File: config.mk
export PLATFORM = sky130hd
export DESIGN_NAME = ctl_ep_mgr
export DESIGN_NICKNAME = d
export VERILOG_FILES = /design/src/rtl/ctl_ep_pkg.sv /design/src/rtl/ctl_ep_stage.sv /design/src/rtl/ctl_ep_inbank.sv /design/src/rtl/ctl_ep_flags.sv /design/src/rtl/ctl_ep_mgr.sv
export SDC_FILE = /design/constraint.sdc
export NUM_CORES = 1
export LEC_CHECK = 0
export ABC_AREA = 1
export CAP_MARGIN = 0
export CORE_UTILIZATION = 50
export DETAILED_ROUTE_END_ITERATION = 6
export DONT_BUFFER_PORTS = 1
export GPL_TIMING_DRIVEN = 0
export PLACE_DENSITY = 0.7
export SYNTH_ARGS = -nofsm -noshare
export SYNTH_HDL_FRONTEND = slang
export SYNTH_SLANG_ARGS = --single-unit
File: constraint.sdc
create_clock -name clk -period 3.08 [get_ports clk]
set_input_delay 0.616 -clock clk [delete_from_list [all_inputs] [get_ports clk]]
set_output_delay 0.616 -clock clk [all_outputs]
set_load 0.05 [all_outputs]
File: src/rtl/ctl_ep_pkg.sv
// Shared encodings for the control endpoint manager.
// Assumes: token and handshake codes are fixed by the packet layer interface.
package ctl_ep_pkg;
    typedef enum logic [1:0] {
        TOK_SETUP = 2'd0,
        TOK_IN    = 2'd1,
        TOK_OUT   = 2'd2,
        TOK_NONE  = 2'd3
    } tok_e;

    typedef enum logic [1:0] {
        HS_NONE = 2'd0,
        HS_ACK  = 2'd1,
        HS_NAK  = 2'd2
    } hs_e;

    typedef enum logic [2:0] {
        ST_IDLE       = 3'd0,
        ST_SETUP      = 3'd1,
        ST_DATA_IN    = 3'd2,
        ST_STAT_RETRY = 3'd3,
        ST_STAT_DONE  = 3'd4
    } stage_e;

    localparam int FLAG_N   = 3;
    localparam int FL_SETUP = 0;
    localparam int FL_OUTRX = 1;
    localparam int FL_INRDY = 2;
endpackage

File: src/rtl/ctl_ep_stage.sv
// Stage machine of a control read transfer and handshake decision.
// Decides ACK/NAK from the current stage and the IN bank arming, registers
// the decision, and emits single-cycle events used by the flag and bank logic.
// Assumes: at most one token per cycle; SETUP always overrides.
module ctl_ep_stage
    import ctl_ep_pkg::*;
(
    input  logic       clk,
    input  logic       rst_n,
    input  logic       tok_valid,
    input  logic [1:0] tok_kind,
    input  logic       bank_armed,
    output stage_e     stage_q,
    output logic       hs_valid_q,
    output logic [1:0] hs_code_q,
    output logic       ev_setup,
    output logic       ev_in_sent,
    output logic       ev_status_first,
    output logic       ev_status_ack,
    output logic       status_lock
);
    stage_e stage_d;
    hs_e    hs_d;
    tok_e   kind;

    assign kind        = tok_e'(tok_kind);
    assign status_lock = (stage_q == ST_STAT_RETRY) || (stage_q == ST_STAT_DONE);

    // Next stage, handshake and events from the current token.
    always_comb begin
        stage_d         = stage_q;
        hs_d            = HS_NONE;
        ev_setup        = 1'b0;
        ev_in_sent      = 1'b0;
        ev_status_first = 1'b0;
        ev_status_ack   = 1'b0;
        if (tok_valid) begin
            case (kind)
                TOK_SETUP: begin
                    stage_d  = ST_SETUP;
                    hs_d     = HS_ACK;
                    ev_setup = 1'b1;
                end
                TOK_IN: begin
                    case (stage_q)
                        ST_SETUP, ST_DATA_IN: begin
                            if (bank_armed) begin
                                hs_d       = HS_ACK;
                                ev_in_sent = 1'b1;
                                stage_d    = ST_DATA_IN;
                            end else begin
                                hs_d = HS_NAK;
                            end
                        end
                        ST_STAT_DONE: hs_d = HS_NAK;
                        default: begin
                            hs_d    = HS_NAK;
                            stage_d = ST_IDLE;
                        end
                    endcase
                end
                TOK_OUT: begin
                    case (stage_q)
                        ST_DATA_IN: begin
                            hs_d            = HS_NAK;
                            ev_status_first = 1'b1;
                            stage_d         = ST_STAT_RETRY;
                        end
                        ST_STAT_RETRY: begin
                            hs_d          = HS_ACK;
                            ev_status_ack = 1'b1;
                            stage_d       = ST_STAT_DONE;
                        end
                        ST_STAT_DONE: hs_d = HS_NAK;
                        default: begin
                            hs_d    = HS_NAK;
                            stage_d = ST_IDLE;
                        end
                    endcase
                end
                default: ;
            endcase
        end
    end

    // Stage and handshake registers.
    always_ff @(posedge clk) begin
        if (!rst_n) begin
            stage_q    <= ST_IDLE;
            hs_valid_q <= 1'b0;
            hs_code_q  <= HS_NONE;
        end else begin
            stage_q    <= stage_d;
            hs_valid_q <= (hs_d != HS_NONE);
            hs_code_q  <= hs_d;
        end
    end

    assert_setup_ack_R2: assert property (@(posedge clk) disable iff (!rst_n)
        (tok_valid && tok_kind == TOK_SETUP) |=>
        (hs_valid_q && hs_code_q == HS_ACK && stage_q == ST_SETUP));

    assert_unarmed_in_nak_R3: assert property (@(posedge clk) disable iff (!rst_n)
        (tok_valid && tok_kind == TOK_IN && !bank_armed) |=> (hs_code_q == HS_NAK));

    assert_first_status_nak_R4: assert property (@(posedge clk) disable iff (!rst_n)
        (tok_valid && tok_kind == TOK_OUT && stage_q == ST_DATA_IN) |=>
        (hs_code_q == HS_NAK && stage_q == ST_STAT_RETRY));

    assert_retry_ack_R6: assert property (@(posedge clk) disable iff (!rst_n)
        (tok_valid && tok_kind == TOK_OUT && stage_q == ST_STAT_RETRY) |=>
        (hs_code_q == HS_ACK && stage_q == ST_STAT_DONE));
endmodule

File: src/rtl/ctl_ep_inbank.sv
// IN bank bookkeeping: arming by the CPU, byte count, flush and reset pulses.
// Assumes: arming and writes are refused once the status stage has begun.
module ctl_ep_inbank
    import ctl_ep_pkg::*;
#(
    parameter int CNT_W = 10
) (
    input  logic             clk,
    input  logic             rst_n,
    input  logic             cpu_fifo_wr,
    input  logic             commit_req,
    input  logic             status_lock,
    input  logic             ev_setup,
    input  logic             ev_in_sent,
    input  logic             ev_status_first,
    output logic             bank_armed,
    output logic [CNT_W-1:0] tx_count,
    output logic             in_flush_q,
    output logic             fifo_rst_q
);
    localparam logic [CNT_W-1:0] CNT_MAX = {CNT_W{1'b1}};

    logic wipe;
    assign wipe = ev_setup || ev_status_first;

    // Arming state: wiped by SETUP or status, consumed by a sent IN.
    always_ff @(posedge clk) begin
        if (!rst_n)                          bank_armed <= 1'b0;
        else if (wipe)                       bank_armed <= 1'b0;
        else if (commit_req && !status_lock) bank_armed <= 1'b1;
        else if (ev_in_sent)                 bank_armed <= 1'b0;
    end

    // Pending IN byte count, saturating.
    always_ff @(posedge clk) begin
        if (!rst_n)                      tx_count <= '0;
        else if (wipe || ev_in_sent)     tx_count <= '0;
        else if (cpu_fifo_wr && !status_lock && tx_count != CNT_MAX)
                                         tx_count <= tx_count + 1'b1;
    end

    // One-cycle strobes toward the FIFO.
    always_ff @(posedge clk) begin
        if (!rst_n) begin
            in_flush_q <= 1'b0;
            fifo_rst_q <= 1'b0;
        end else begin
            in_flush_q <= ev_status_first;
            fifo_rst_q <= ev_setup;
        end
    end

    assert_flush_empties_R4: assert property (@(posedge clk) disable iff (!rst_n)
        ev_status_first |=> (tx_count == '0 && !bank_armed && in_flush_q));

    assert_locked_bank_R5: assert property (@(posedge clk) disable iff (!rst_n)
        (status_lock && !ev_setup) |=> ($stable(tx_count) && !bank_armed));
endmodule

File: src/rtl/ctl_ep_flags.sv
// CPU-visible flags with write-1-to-clear, interrupt enable and interrupt.
// Assumes: a hardware set beats a same-cycle CPU clear; wipe clears the rest.
module ctl_ep_flags
    import ctl_ep_pkg::*;
(
    input  logic              clk,
    input  logic              rst_n,
    input  logic [FLAG_N-1:0] set_vec,
    input  logic              wipe,
    input  logic              clr_wr,
    input  logic [FLAG_N-1:0] clr_mask,
    input  logic [FLAG_N-1:0] clr_block,
    input  logic              ien_wr,
    input  logic [FLAG_N-1:0] ien_wdata,
    output logic [FLAG_N-1:0] flags_q,
    output logic              irq
);
    logic [FLAG_N-1:0] ien_q;

    for (genvar i = 0; i < FLAG_N; i++) begin : g_flag
        // One flag: set first, then wipe, then an unblocked CPU clear.
        always_ff @(posedge clk) begin
            if (!rst_n)                                   flags_q[i] <= 1'b0;
            else if (set_vec[i])                          flags_q[i] <= 1'b1;
            else if (wipe)                                flags_q[i] <= 1'b0;
            else if (clr_wr && clr_mask[i] && !clr_block[i]) flags_q[i] <= 1'b0;
        end

        assert_set_wins_R9: assert property (@(posedge clk) disable iff (!rst_n)
            set_vec[i] |=> flags_q[i]);

        assert_blocked_clear_R5: assert property (@(posedge clk) disable iff (!rst_n)
            (clr_block[i] && !wipe && flags_q[i]) |=> flags_q[i]);

        assert_masked_keep_R11: assert property (@(posedge clk) disable iff (!rst_n)
            (clr_wr && !clr_mask[i] && !wipe && flags_q[i]) |=> flags_q[i]);
    end

    // Interrupt enable register.
    always_ff @(posedge clk) begin
        if (!rst_n)      ien_q <= '0;
        else if (ien_wr) ien_q <= ien_wdata;
    end

    assign irq = |(flags_q & ien_q);
endmodule

File: src/rtl/ctl_ep_mgr.sv
// Control endpoint transaction manager for control read transfers (top).
// Ties the stage machine, IN bank logic and flag bank together and keeps
// the received byte counter. Assumes decoded tokens, one per cycle.
module ctl_ep_mgr
    import ctl_ep_pkg::*;
#(
    parameter int CNT_W = 10
) (
    input  logic             clk,
    input  logic             rst_n,
    input  logic             tok_valid,
    input  logic [1:0]       tok_kind,
    input  logic             tok_zlp,
    input  logic [CNT_W-1:0] tok_bytes,
    input  logic             cpu_fifo_wr,
    input  logic             clr_wr,
    input  logic [2:0]       clr_mask,
    input  logic             ien_wr,
    input  logic [2:0]       ien_wdata,
    output logic             hs_valid,
    output logic [1:0]       hs_code,
    output logic [2:0]       flags,
    output logic             irq,
    output logic             fifo_rst,
    output logic             in_flush,
    output logic [2:0]       stage,
    output logic [CNT_W-1:0] rx_count
    ,output logic [CNT_W-1:0] tx_count
);
    stage_e            stage_q;
    logic              bank_armed;
    logic              ev_setup, ev_in_sent, ev_status_first, ev_status_ack;
    logic              status_lock;
    logic [FLAG_N-1:0] set_vec;
    logic [FLAG_N-1:0] clr_block;

    ctl_ep_stage u_stage (
        .clk             (clk),
        .rst_n           (rst_n),
        .tok_valid       (tok_valid),
        .tok_kind        (tok_kind),
        .bank_armed      (bank_armed),
        .stage_q         (stage_q),
        .hs_valid_q      (hs_valid),
        .hs_code_q       (hs_code),
        .ev_setup        (ev_setup),
        .ev_in_sent      (ev_in_sent),
        .ev_status_first (ev_status_first),
        .ev_status_ack   (ev_status_ack),
        .status_lock     (status_lock)
    );

    ctl_ep_inbank #(.CNT_W(CNT_W)) u_bank (
        .clk             (clk),
        .rst_n           (rst_n),
        .cpu_fifo_wr     (cpu_fifo_wr),
        .commit_req      (clr_wr && clr_mask[FL_INRDY]),
        .status_lock     (status_lock),
        .ev_setup        (ev_setup),
        .ev_in_sent      (ev_in_sent),
        .ev_status_first (ev_status_first),
        .bank_armed      (bank_armed),
        .tx_count        (tx_count),
        .in_flush_q      (in_flush),
        .fifo_rst_q      (fifo_rst)
    );

    // Hardware set sources and per-flag clear blocking.
    always_comb begin
        set_vec            = '0;
        set_vec[FL_SETUP]  = ev_setup;
        set_vec[FL_OUTRX]  = ev_status_ack;
        set_vec[FL_INRDY]  = ev_in_sent || ev_status_ack;
        clr_block          = '0;
        clr_block[FL_INRDY] = status_lock;
    end

    ctl_ep_flags u_flags (
        .clk       (clk),
        .rst_n     (rst_n),
        .set_vec   (set_vec),
        .wipe      (ev_setup),
        .clr_wr    (clr_wr),
        .clr_mask  (clr_mask),
        .clr_block (clr_block),
        .ien_wr    (ien_wr),
        .ien_wdata (ien_wdata),
        .flags_q   (flags),
        .irq       (irq)
    );

    // Received byte counter: loaded by SETUP, zeroed by a zero-length OUT.
    always_ff @(posedge clk) begin
        if (!rst_n)             rx_count <= '0;
        else if (ev_setup)      rx_count <= tok_bytes;
        else if (ev_status_ack) rx_count <= tok_zlp ? '0 : rx_count + tok_bytes;
    end

    assign stage = stage_q;

    assert_zlp_zero_R7: assert property (@(posedge clk) disable iff (!rst_n)
        (ev_status_ack && tok_zlp) |=> (rx_count == '0));

    assert_setup_wipe_R2: assert property (@(posedge clk) disable iff (!rst_n)
        ev_setup |=> (flags == 3'b001 && fifo_rst && tx_count == '0));
endmodule

Word level (Yosys, flattened, before mapping):

Cells that the tools add are included.

* input bits: 25
* output and inout bits: 32
* register bits after elaboration: 35

* bitwise gates (word level): 2
* equality and inequality tests: 10
* add/sub/neg operators: 2
* reductions and logical operators: 24
* multiplexer cells: 34

Operators by type and width (count)
* two-way mux 10 bit: 3
* two-way mux 1 bit: 22
* case mux 3 bit (3 select lines): 2
* adder 10 x 1 -> 10 bit (second input constant): 1
* adder 10 bit: 1
* inequality test 10 bit (second input constant): 1
* nonzero test 3 bit: 3
* two-way mux 2 bit: 4
* nonzero test 2 bit: 4
* == test 3 x 2 -> 1 bit (second input constant): 2
* logical AND 1 bit: 6
* case mux 2 bit (3 select lines): 1
* case mux 3 bit (2 select lines): 1
* OR reduction 2 bit: 3
* AND reduction 5 bit: 1
* logical OR 1 bit: 4
* inequality test 2 bit (second input constant): 2
* bitwise AND 3 bit: 1
* == test 3 x 1 -> 1 bit (second input constant): 1
* == test 3 bit (second input constant): 1
* two-way mux 3 bit: 1
* inequality test 3 x 2 -> 1 bit (second input constant): 1
* OR reduction 3 bit: 1
* == test 2 x 1 -> 1 bit (second input constant): 1
* other kinds (4): 4

Longest topological paths before layout:

* word-level depth: 7
* gate-level depth with buffers: 10
* depth with buffers taken out: 10

Cells and area by module:

From an unflattened synthesis, not the netlist that was laid out.

* cell total of the unflattened synthesis: 349
* area total of the unflattened synthesis: 2292.2 sq um

By module, submodules not included
* ctl_ep_mgr: cells each 132, area each 875.8 sq um, times used 1, seq. area each 200.2 sq um
* ctl_ep_inbank: cells each 103, area each 710.7 sq um, times used 1, seq. area each 260.2 sq um
* ctl_ep_stage: cells each 72, area each 437.9 sq um, times used 1, seq. area each 120.1 sq um
* ctl_ep_flags: cells each 42, area each 267.8 sq um, times used 1, seq. area each 120.1 sq um

Least setup slack after synthesis:

OpenSTA, ideal clock, no wires.

* path kind: register to register
* start: register rx_count[0]
* end: register rx_count[6]
* setup slack: 1.076 ns
* arrival time: 1.884 ns
* stages on the path, launching flop included: 11
* cell sequence: dfxtp_1 ha_1 inv_1 fa_1 nand3b_1 nand2_1 nand3_1 nand2_1 nand2_1 nand3_1 a21oi_1

* cells in the longest elaborated chain, start to end: 4

Ends and longest elaborated chain
* start: declaration: line ctl_ep_mgr.sv:27 `output logic [CNT_W-1:0] rx_count`
* start signal: assignment: line ctl_ep_mgr.sv:95 `else if (ev_setup) rx_count <= tok_bytes;`
* start signal: assignment: line ctl_ep_mgr.sv:96 `else if (ev_status_ack) rx_count <= tok_zlp ? '0 : rx_count + tok_bytes;`
* adder 10 bit: line ctl_ep_mgr.sv:96
* two-way mux 10 bit (2 in series): line ctl_ep_mgr.sv:96
* two-way mux 10 bit: line ctl_ep_mgr.sv:95

Every way passes these cells. The select of a mux whose other input is x is not followed.
A chain may end at the register's enable or synchronous reset.

Final worst setup path:

Ends and elaborated chain as after synthesis.

==> metrics.md <==
| Metric | Value |
|---|---|
| Status | completed |
| Worst skew pair latency | 0.29 ns |
| Row count | 23 |
| Slew at the pin closest to its max-slew limit | 0.642 ns |
| Global-route wire length before repair | roughly 7600 um |
| Endpoint type of the worst setup path | flop |
| I/O pin cnt | 57 |
| Maximum vdd drop | 0.164 mV |
| Antenna viol nets, final | 0 |
| Fmax | around 0.45 GHz |
| Fin cells | ~360 |
| Worst Setup Start Kind | flop |
| Largest net degree at the start of global routing | 13 |
| Mapped Nets | about 340 |
| Root buf cell | clkbuf_8 |
| Mapped Cells | between 300 and 400 |
| Post-layout minimum cycle time | 2.23 ns |
| Tot Pwr | roughly 0.0010 W |
| Worst slack, placed | just under 0.9 ns |
| Power density cells | ~450 nW/um2 |
| Inserted Clock Buffers | 5 |
| Synthesized cell area | ~2100 um2 |
| Final hold violations | 0 |
| Worst EP required | between 3 and 4 ns |
| Via count | 1963 |
| Setup WS post-layout | ~0.85 ns |
| GRT Overall Usage | between 20% and 30% |
| H-tree levels | 2 |
| Met2 Use GR | ~35% |
| Fill cell count | roughly 400 |
| Die area | approximately 4500 um2 |
| Number of warnings issued by yosys | 0 |
| HP Class | in -> reg |
| Max-cap violations | 0 |
| Detailed Routing Iterations Pass 1 | 4 |
| Post-DR wirelength/cell | roughly 13 um |
| Crit Path Max Fanout | 4 |
| GR Util met1 | between 20% and 30% |
| Syn_area_per_cell | about 7 um2 |
| Setup violators final | 0 |
| Final period utilization | around 72% |
| DRC | 0 |
| Post-CTS setup buffer count | 0 |
| Register area | 701 um2 |
| Vias/cell | 5.44 |
| Worst Setup Path Type | reg -> reg |
| Yosys reg bits | 35 |
| Placed Cells | about 350 |
| Clock Tree Buf Depth | 2 |
| Seq/Total Area, Yosys | 33.0% |
| Most frequent cells in the layout | 74 x nand2_1, 35 x dfxtp_1, 31 x nor2_1, 28 x a21oi_1, 26 x inv_1 |
| Worst Skew | ~0.0062 ns |
| Die H | roughly 67 um |
| CTS clk-pin slew, worst paths | about 0.08 ns |
| Initial DRC count | roughly 110 |
| Max-slew violations | 0 |
| P_leak | ~1 nW |
| Sink Count | 35 |
| # diodes | 0 |
| Rel. slew slack | between 50% and 60% |
| Area taken by multi-input logic gates | 1280 um2 |
| Core ar. | approximately 4000 um2 |
| Area grow syn2layout | 7.13% |
| Post-Route WL | roughly 4700 um |
| Initial antenna violation count | 0 |
| Layout cells sized above 1 | around a tenth |
| Final GP Congestion | 0.854 |
| Post-DP HPWL | 3580 um |
| Synth cell types | 34 |
| Routing usage on met3 | 7.43% |
| CTS Hold Buffers Added | 0 |
| Nets@finish | 350 |
| Starting Density | between 50% and 60% |
| Global route hottest layer | met2 |
| IO Port Bufs | 0 |
| Post-CTS resize count | 0 |
| GRT overflow | 0 |
| Setup TNS | 0 ns |
| Die Wd | between 60 and 70 um |
| CTS tree | done |
| Data arrival, critical path | ~2.5 ns |
| Number of global-route vias before repair | between 1500 and 2000 |
| Commonest non-fill, non-tap cell in the layout | nand2_1 |
| Final hold slack | about 0.46 ns |
| RSZ-0062 raised after global routing | no |
[critical path, stage by stage (launching register included)]
cell      delay (ns)
dfxtp_1         0.66
ha_1            0.30
inv_1           0.07
fa_1            0.40
nand3b_1        0.18
nand2_1         0.14
nand3_1         0.11
nand3b_1        0.10
nand3_1         0.07
a21oi_1         0.13
[per-layer routing]
| metal | routed length, um | vias up |
|---|---|---|
| met5 | 0 | - |
| met4 | 66 | 0 |
| met3 | 408 | 5 |
| met2 | 2020 | 65 |
| met1 | 2230 | 871 |
| li1 | - | 1022 |
[state kept, by name, indices dropped and copies added (netlist names)]
register	cells
u_flags.flags_q	3
u_stage.hs_code_q	2
u_flags.ien_q	3
u_stage.hs_valid_q	1
u_bank.fifo_rst_q	1
u_bank.in_flush_q	1
u_bank.tx_count	10
rx_count	10
u_bank.bank_armed	1
u_stage.stage_q	3
[cells by family (layout without fill, tap and decap cells)]
kind of cell / count (synthesis) / in the layout / synth area share (%)
AND/OR/NAND/NOR: 144 / 144 / 29.2
AO/OA/AOI/OAI: 63 / 63 / 17.6
buffers and inverters: 36 / 44 / 6.95
flip-flops: 35 / 35 / 33.0
adder cells (fa/ha/maj): 15 / 15 / 9.19
XOR/XNOR: 10 / 10 / 4.12
[cells in the mapped netlist]
master | count | area [um2]
nand3b_1 | 3 | 22.5
o22ai_1 | 2 | 12.5
buf_6 | 1 | 11.3
or2_2 | 1 | 6.26
buf_4 | 1 | 7.51
nand2_2 | 1 | 6.26
a22oi_1 | 2 | 15.0
o21bai_1 | 1 | 7.51
a21oi_1 | 28 | 140
nor3_1 | 2 | 10.0
o21ai_0 | 16 | 80.1
o21ai_2 | 1 | 8.76
nand2_1 | 74 | 278
ha_1 | 14 | 175
nor3b_1 | 1 | 7.51
nor2_2 | 1 | 6.26
xnor2_1 | 4 | 35.0
o211ai_1 | 1 | 7.51
nor2_1 | 31 | 116
and3_1 | 1 | 6.26
inv_2 | 5 | 18.8
dfxtp_1 | 35 | 701
clkbuf_2 | 1 | 5.00
xor2_1 | 6 | 52.6
nand3_1 | 21 | 105
and3_2 | 1 | 7.51
inv_1 | 26 | 97.6
clkbuf_1 | 2 | 7.51
fa_1 | 1 | 20.0
a211oi_1 | 1 | 7.51
nand4_1 | 6 | 37.5
a21oi_2 | 10 | 87.6
nor2_4 | 1 | 11.3
a31oi_1 | 1 | 6.26
[final cells by class]
| cell class | count | area share [%] |
|---|---|---|
| buffer | 5 | 1.37 |
| clock buffer | 5 | 3.02 |
| clock inverter | 3 | 0.880 |
| inverter | 31 | 5.11 |
| multi-input combinational | 232 | 56.1 |
| sequential | 35 | 30.8 |
| tap | 50 | 2.75 |
[through the flow]
step | instance area, um2 | util [%]
final | 2280 | 56.5
after global routing | 2280 | 56.5
after CTS | 2280 | 56.5
after detailed placement | 2190 | 54.3
after global placement | 2190 | 54.3
after floorplan | 2120 | -
[where the power goes]
group	internal [W]	leakage (nW)	switching [W]
logic	0.0000543	0.668	0.0000945
clock network	0.000157	0.0402	0.000178
registers	0.000470	0.285	0.0000622
[worst paths after layout]
kind                          from                to  slack, ns  cells after the start
setup / recovery       rx_count[0]       rx_count[6]       0.85                      9
hold / removal        ien_wdata[0]  u_flags.ien_q[0]       0.46                      2
setup reg to reg       rx_count[0]       rx_count[6]       0.85                      9
hold reg to reg   u_flags.ien_q[0]  u_flags.ien_q[0]       0.51                      2
Note: power is estimated with default switching activity, not from simulation.
